### src/rtl/sysreg_pkg.sv
package sysreg_pkg;

    localparam int SR_W  = 32;
    localparam int IDX_W = 5;

    // Index map (bit 15 of status selects the fatal save pair)
    localparam logic [IDX_W-1:0] IX_EPC   = 5'd0;
    localparam logic [IDX_W-1:0] IX_ESW   = 5'd1;
    localparam logic [IDX_W-1:0] IX_FPC   = 5'd2;
    localparam logic [IDX_W-1:0] IX_FSW   = 5'd3;
    localparam logic [IDX_W-1:0] IX_CAUSE = 5'd4;
    localparam logic [IDX_W-1:0] IX_STAT  = 5'd5;
    localparam logic [IDX_W-1:0] IX_ID    = 5'd6;
    localparam logic [IDX_W-1:0] IX_TASK  = 5'd7;
    localparam logic [IDX_W-1:0] IX_CACHE = 5'd24;
    localparam logic [IDX_W-1:0] IX_TRAP  = 5'd25;
    localparam logic [IDX_W-1:0] IX_SCR_A = 5'd29;
    localparam logic [IDX_W-1:0] IX_FIX30 = 5'd30;
    localparam logic [IDX_W-1:0] IX_SCR_B = 5'd31;

    localparam logic [SR_W-1:0] STAT_MASK  = 32'h000F_F3FF;
    localparam logic [SR_W-1:0] EVEN_MASK  = 32'hFFFF_FFFE;
    localparam int              CACHE_BIT  = 1;
    localparam int              NP_BIT     = 15;

    localparam logic [SR_W-1:0] DEF_ID    = 32'h0000_5346;
    localparam logic [SR_W-1:0] DEF_TASK  = 32'h0000_00E0;
    localparam logic [SR_W-1:0] DEF_FIX30 = 32'h0000_0004;

    typedef struct packed {
        logic [SR_W-1:0] epc;
        logic [SR_W-1:0] esw;
        logic [SR_W-1:0] fpc;
        logic [SR_W-1:0] fsw;
        logic [SR_W-1:0] cause;
        logic [SR_W-1:0] stat;
        logic            cache_en;
        logic [SR_W-1:0] trap;
        logic [SR_W-1:0] scr_a;
        logic [SR_W-1:0] scr_b;
    } sr_state_t;

endpackage

### src/rtl/sysreg_wfilter.sv
module sysreg_wfilter
    import sysreg_pkg::*;
#(
    parameter logic [SR_W-1:0] ID_VAL    = DEF_ID,
    parameter logic [SR_W-1:0] TASK_VAL  = DEF_TASK,
    parameter logic [SR_W-1:0] FIX30_VAL = DEF_FIX30
) (
    input  logic [IDX_W-1:0] idx,
    input  logic [SR_W-1:0]  data,
    input  logic             debug,
    input  logic [SR_W-1:0]  cause_cur,
    output logic [SR_W-1:0]  stored
);
    logic [SR_W-1:0] magnitude;

    always_comb begin
        magnitude = data[SR_W-1] ? (~data + 1'b1) : data;
    end

    always_comb begin
        unique case (idx)
            IX_EPC, IX_FPC, IX_TRAP: stored = data & EVEN_MASK;
            IX_ESW, IX_FSW, IX_STAT: stored = data & STAT_MASK;
            IX_CAUSE:                stored = debug ? data : cause_cur;
            IX_ID:                   stored = ID_VAL;
            IX_TASK:                 stored = TASK_VAL;
            IX_CACHE:                stored = data & (SR_W'(1) << CACHE_BIT);
            IX_SCR_A:                stored = data;
            IX_FIX30:                stored = FIX30_VAL;
            IX_SCR_B:                stored = debug ? data : magnitude;
            default:                 stored = '0;
        endcase
    end
endmodule

### src/rtl/sysreg_rdmux.sv
module sysreg_rdmux
    import sysreg_pkg::*;
#(
    parameter logic [SR_W-1:0] ID_VAL    = DEF_ID,
    parameter logic [SR_W-1:0] TASK_VAL  = DEF_TASK,
    parameter logic [SR_W-1:0] FIX30_VAL = DEF_FIX30
) (
    input  sr_state_t        st,
    input  logic [IDX_W-1:0] idx,
    output logic [SR_W-1:0]  data
);
    always_comb begin
        unique case (idx)
            IX_EPC:   data = st.epc;
            IX_ESW:   data = st.esw;
            IX_FPC:   data = st.fpc;
            IX_FSW:   data = st.fsw;
            IX_CAUSE: data = st.cause;
            IX_STAT:  data = st.stat;
            IX_ID:    data = ID_VAL;
            IX_TASK:  data = TASK_VAL;
            IX_CACHE: data = SR_W'(st.cache_en) << CACHE_BIT;
            IX_TRAP:  data = st.trap;
            IX_SCR_A: data = st.scr_a;
            IX_FIX30: data = FIX30_VAL;
            IX_SCR_B: data = st.scr_b;
            default:  data = '0;
        endcase
    end
endmodule

### src/rtl/sysreg_return.sv
module sysreg_return
    import sysreg_pkg::*;
(
    input  sr_state_t       st,
    output logic [SR_W-1:0] pc_out,
    output logic [SR_W-1:0] stat_out
);
    logic fatal_nest;

    always_comb begin
        fatal_nest = st.stat[NP_BIT];
        pc_out     = fatal_nest ? st.fpc : st.epc;
        stat_out   = fatal_nest ? st.fsw : st.esw;
    end
endmodule

### src/rtl/sysreg_file.sv
module sysreg_file
    import sysreg_pkg::*;
#(
    parameter logic [SR_W-1:0] ID_VAL    = DEF_ID,
    parameter logic [SR_W-1:0] TASK_VAL  = DEF_TASK,
    parameter logic [SR_W-1:0] FIX30_VAL = DEF_FIX30
) (
    input  logic              clk,
    input  logic              rst_n,
    input  logic              wr_en,
    input  logic [IDX_W-1:0]  wr_idx,
    input  logic [SR_W-1:0]   wr_data,
    input  logic              wr_debug,
    output logic [SR_W-1:0]   wr_stored,
    input  logic [IDX_W-1:0]  rd_idx,
    output logic [SR_W-1:0]   rd_data,
    input  logic              reti,
    output logic [SR_W-1:0]   resume_pc,
    output logic [SR_W-1:0]   status_word,
    output logic              icache_en
);
    sr_state_t       st_d, st_q;
    logic [SR_W-1:0] stored_w;
    logic [SR_W-1:0] ret_stat;

    sysreg_wfilter #(
        .ID_VAL(ID_VAL), .TASK_VAL(TASK_VAL), .FIX30_VAL(FIX30_VAL)
    ) u_wf (
        .idx(wr_idx), .data(wr_data), .debug(wr_debug),
        .cause_cur(st_q.cause), .stored(stored_w)
    );

    sysreg_rdmux #(
        .ID_VAL(ID_VAL), .TASK_VAL(TASK_VAL), .FIX30_VAL(FIX30_VAL)
    ) u_rd (
        .st(st_q), .idx(rd_idx), .data(rd_data)
    );

    sysreg_return u_ret (
        .st(st_q), .pc_out(resume_pc), .stat_out(ret_stat)
    );

    always_comb begin
        st_d = st_q;
        if (wr_en) begin
            unique case (wr_idx)
                IX_EPC:   st_d.epc      = stored_w;
                IX_ESW:   st_d.esw      = stored_w;
                IX_FPC:   st_d.fpc      = stored_w;
                IX_FSW:   st_d.fsw      = stored_w;
                IX_CAUSE: st_d.cause    = stored_w;
                IX_STAT:  st_d.stat     = stored_w;
                IX_CACHE: st_d.cache_en = stored_w[CACHE_BIT];
                IX_TRAP:  st_d.trap     = stored_w;
                IX_SCR_A: st_d.scr_a    = stored_w;
                IX_SCR_B: st_d.scr_b    = stored_w;
                default:  ;
            endcase
        end
        if (reti) begin
            st_d.stat = ret_stat;
        end
    end

    always_ff @(posedge clk) begin
        if (!rst_n) st_q <= '0;
        else        st_q <= st_d;
    end

    assign wr_stored   = stored_w;
    assign status_word = st_q.stat;
    assign icache_en   = st_q.cache_en;
endmodule

### config.mk
export PLATFORM = sky130hd
export DESIGN_NAME = sysreg_file
export DESIGN_NICKNAME = d
export VERILOG_FILES = /design/src/rtl/sysreg_pkg.sv /design/src/rtl/sysreg_wfilter.sv /design/src/rtl/sysreg_rdmux.sv /design/src/rtl/sysreg_return.sv /design/src/rtl/sysreg_file.sv
export SDC_FILE = /design/constraint.sdc
export NUM_CORES = 1
export LEC_CHECK = 0
export BUFFER_PORTS_ARGS = -buffer_cell sky130_fd_sc_hd__buf_4
export CAP_MARGIN = 30
export CORE_ASPECT_RATIO = 1.25
export CORE_MARGIN = 3
export CORE_UTILIZATION = 55
export DETAILED_ROUTE_END_ITERATION = 7
export HOLD_SLACK_MARGIN = 0.02
export PLACE_DENSITY = 0.75
export SKIP_CTS_REPAIR_TIMING = 1
export SYNTH_ARGS = -nofsm -noshare
export SYNTH_HDL_FRONTEND = slang
export SYNTH_SLANG_ARGS = --single-unit
### constraint.sdc
create_clock -name clk -period 3.85 [get_ports clk]
set_input_delay 0.1925 -clock clk [delete_from_list [all_inputs] [get_ports clk]]
set_output_delay 0.1925 -clock clk [all_outputs]
set_load 0.01 [all_outputs]
==> results.yml <==
outcome:
  status: "finished with violations"
  violations: "negative hold slack"
timing:
  tns_ns: 0
  worst_pin_slew_ns: 0.9988
  worst_slack_ns: 0.1873
  report.final.setup_viol: 0
  period_minus_slack_ns: 3.663
  finalCritPeriodShare_pct: 95.14
  rsz0062_at_grt: "false"
  relSlewSlack_pct: 33.28
  hold-worst-slack_ns: -0.008567
  fmax_mhz: 273.0
  final_hold_viol_count: 1
  drv_slew: 0
  fin_skew_ns: 0.01366
critical_path:
  cpMostUsedCell: "buf_4"
  startpoint_type: "primary input"
  r2r_setup_slack_ns: 1.93
  crit_chain: "dlygate4sd3_1, buf_4, inv_1, ha_1, or3b_1, or4_4, o41ai_4, o22a_1, nand2_1, buf_4"
  crit_path_max_fanout: 9
  timing.critical_path.buf_inv: 4
  cpPeakStageDelay_ns: 0.63
  r2r_cells: 5
  required_ns: 3.66
  reg2reg_from: "status_word[15]$_SDFFE_PN0P_"
  path_class: "primary input to output port"
  r2r_end: "status_word[4]$_SDFFE_PN0P_"
  critical-path-top-delay-family: "simple AND/OR/NAND/NOR gates"
  slowest_stage: "or4_4"
  cp.arrival_ns: 3.47
  crit_path_end_kind: "output port"
synthesis:
  avgSynthCellArea_um2: 8.462
  synthMuxAreaShare_pct: 6.165
  syn_nets: 1679
  synth_xor_area_share_pct: 0.1269
  synth_top_family_by_area: "compound AO/OA/AOI/OAI gates"
  synth_top_flop_cell: "dfxtp_1"
  synth_cell_type_count: 76
  yosysSeqAreaShare_pct: 41.92
  synth_warnings: 0
  syn_area_um2: 13800
  synth_area_leaders: "dfxtp_1, o21ai_0, a21oi_1, mux2_2, clkbuf_1"
  synth_fa_ha_area_share_pct: 0.09066
  ys_ff_latch: 289
  synth-compound-area-share_pct: 31.99
  yosys.area_share.simple_pct: 12.77
  synth_largest_area_cell: "dfxtp_1"
  synth_edf_count: 0
  synthArstFlopShare_pct: 0
  synth_cells: 1631
  synth.top_cell.area_share_pct: 41.92
cells_and_area:
  n_fill_cell: 2085
  syn2layout_area_growth_pct: 16.40
  diodes: 0
  drive_above_1_share_pct: 21.29
  utilization_pct: 65.35
  finalNetCount: 1740
clock_tree:
  cts_made_buffers: 29
  tritoncts: "built"
  cts_sinks: 289
  clkLatencyLatePin_ns: 0.55
  htree_levels: 1
  cts.path.max_buffers: 3
  clk_pin_slew_ns: 0.06
  cts-root-buf: "clkbuf_16"
pwr:
  peakVddDrop_mv: 0.4081
  p_per_area_nw_per_um2: 400.6
  internal-power_mw: 4.839
  clkPwrFrac_pct: 43.1
  seq_power_share_pct: 47.7
  pwr-share-comb_pct: 9.3
  p_leak_nw: 6.431
  p_switching_mw: 1.596
  switching_share_pct: 24.80
global_route:
  grt_pass1_vias: 13170
  met2_usage_pct: 54.92
  grt_pass1_wl_mm: 77.45
  overflow: 0
  use_met1_pct: 51.20
  grt_util_met3_pct: 6.624
  grt.total_usage_pct: 35.91
  top_usage_layer: "met2"
  grt_start_max_net_pins: 180
  antenna_found_initial: 0
floorplan:
  core-area_um2: 24580
  initial_core_util_pct: 56.14
  row_count: 64
  dieHeight_um: 183.1
  die-area_um2: 27040
  ios: 176
  die_w_um: 147.7
route:
  vias: 13970
  drt_wl_total_mm: 50.64
  wl_per_cell_um: 24.82
  drc: 0
  postRouteAntennaNets: 0
  dr.pass1.iters: 6
  drt_iter0_markers: 1825
  viasPerCell: 6.849
placed_design:
  io_buffer_count: 175
  hpwl_mm: 32.72
  dp_slack_ns: 0.7984
  gp_congestion: 0.9577
worst_hold_path:
  holdPathStages: 3
  worst_hold_startpoint: "wr_data[16]"
  hold_path_end: "st_q[145]$_SDFFE_PN0P_"
  hold_class: "primary input to register"
flow_run:
  drv_cap: 0
[how the worst max path moves through the flow]
stage               start            end  cells after the start
6_report       wr_data[1]  wr_stored[18]                     10
3_3_place_gp   wr_data[1]  wr_stored[18]                      9
5_1_grt        wr_data[1]  wr_stored[18]                     10
2_1_floorplan  wr_data[0]  wr_stored[18]                     11
3_5_place_dp   wr_data[0]  wr_stored[18]                      9
4_1_cts        wr_data[0]  wr_stored[18]                      9
[kinds of logic after synthesis]
| logic type | count (synthesis) |
|---|---|
| AOI/OAI and AO/OA | 689 |
| and+or+nand+nor | 355 |
| DFF | 289 |
| buffers and inverters | 218 |
| muxes | 77 |
| xor gates and xnor gates | 2 |
| adders and majority gates | 1 |
[placed cells by master, fill, tap and decap left out, types with 6 or more instances in the layout]
master     synthesis  routed
a221oi_1          34      34
nand2_1           80      80
a21oi_2            8       9
o21ai_0          198     198
and2_1             8       8
o31a_1             6       6
and3_1            37      35
dfxtp_1          289     288
a31oi_1           11      11
inv_1             26      26
nor2b_1            9       8
clkbuf_1         146       7
o31ai_1            8       8
a22o_1            27      27
nor2_2             0       6
clkbuf_16          0      29
mux2i_1           13      13
mux2_2            64      64
a222oi_1          29      29
a22oi_1           61      61
a21oi_1          197     196
nor2_1           103      96
buf_4             32     210
nand2b_1           8       8
a211oi_1          42      42
nor4_1             7       7
nor3_1            16      15
or4_1              6       6
or3_1              7       7
o22ai_1           18      18
nand3_1           45      45
[worst min-delay path, stage by stage]
cell and delay [ns]:
buf_4 0.15, o2111ai_1 0.08, a21oi_1 0.06
[flip-flops by register name, indices dropped and copies added (netlist names)]
name / flops
icache_en: 1
st_q: 256
status_word: 32
[per-layer routing]
layer	vias to the layer above	routed length, µm
met5	-	0
li1	6202	-
met2	931	22240
met1	6706	20530
met4	0	1693
met3	133	6173
[power by group through the flow]
stage	sequential (mW)	clock, mW	combinational [mW]
after floorplan	3.11	0	0.338
after global placement	3.14	0	0.553
after detailed placement	3.13	0	0.573
after CTS	3.06	2.77	0.575
after global routing	3.07	2.90	0.629
final	3.07	2.77	0.596
[stage by stage]
step / instance area [µm²] / cells / hold slack, ns / power (mW)
6_report: 16060 / 2040 / -0.008567 / 6.435
5_1_grt: 16060 / 2040 / 0.02309 / 6.596
4_1_cts: 16020 / 2036 / -0.03199 / 6.408
3_5_place_dp: 15110 / 1987 / 0.4246 / 3.703
3_3_place_gp: 15070 / 1985 / 0.4197 / 3.695
2_1_floorplan: 13800 / 1631 / 0.3397 / 3.447
[synth_stat cells (8+ instances only)]
master,number
a211oi_1,42
a21oi_1,197
a21oi_2,8
a221oi_1,34
a222oi_1,29
a22o_1,27
a22oi_1,61
a31oi_1,11
and2_1,8
and3_1,37
buf_4,32
clkbuf_1,146
dfxtp_1,289
inv_1,26
mux2_2,64
mux2i_1,13
nand2_1,80
nand2b_1,8
nand3_1,45
nor2_1,103
nor2b_1,9
nor3_1,16
o21ai_0,198
o22ai_1,18
o31ai_1,8
[cell type report]
class | instances | area [µm²] | area share, %
clock buffer | 41 | 820.8 | 5.109
clock inverter | 8 | 97.59 | 0.6075
inverter | 28 | 105.1 | 0.6543
multi-input combinational | 1124 | 7109 | 44.26
sequential | 289 | 5789 | 36.04
tap | 330 | 412.9 | 2.570
timing repair buffer | 220 | 1729 | 10.76
No activity file was read; power rests on OpenSTA's default activity.
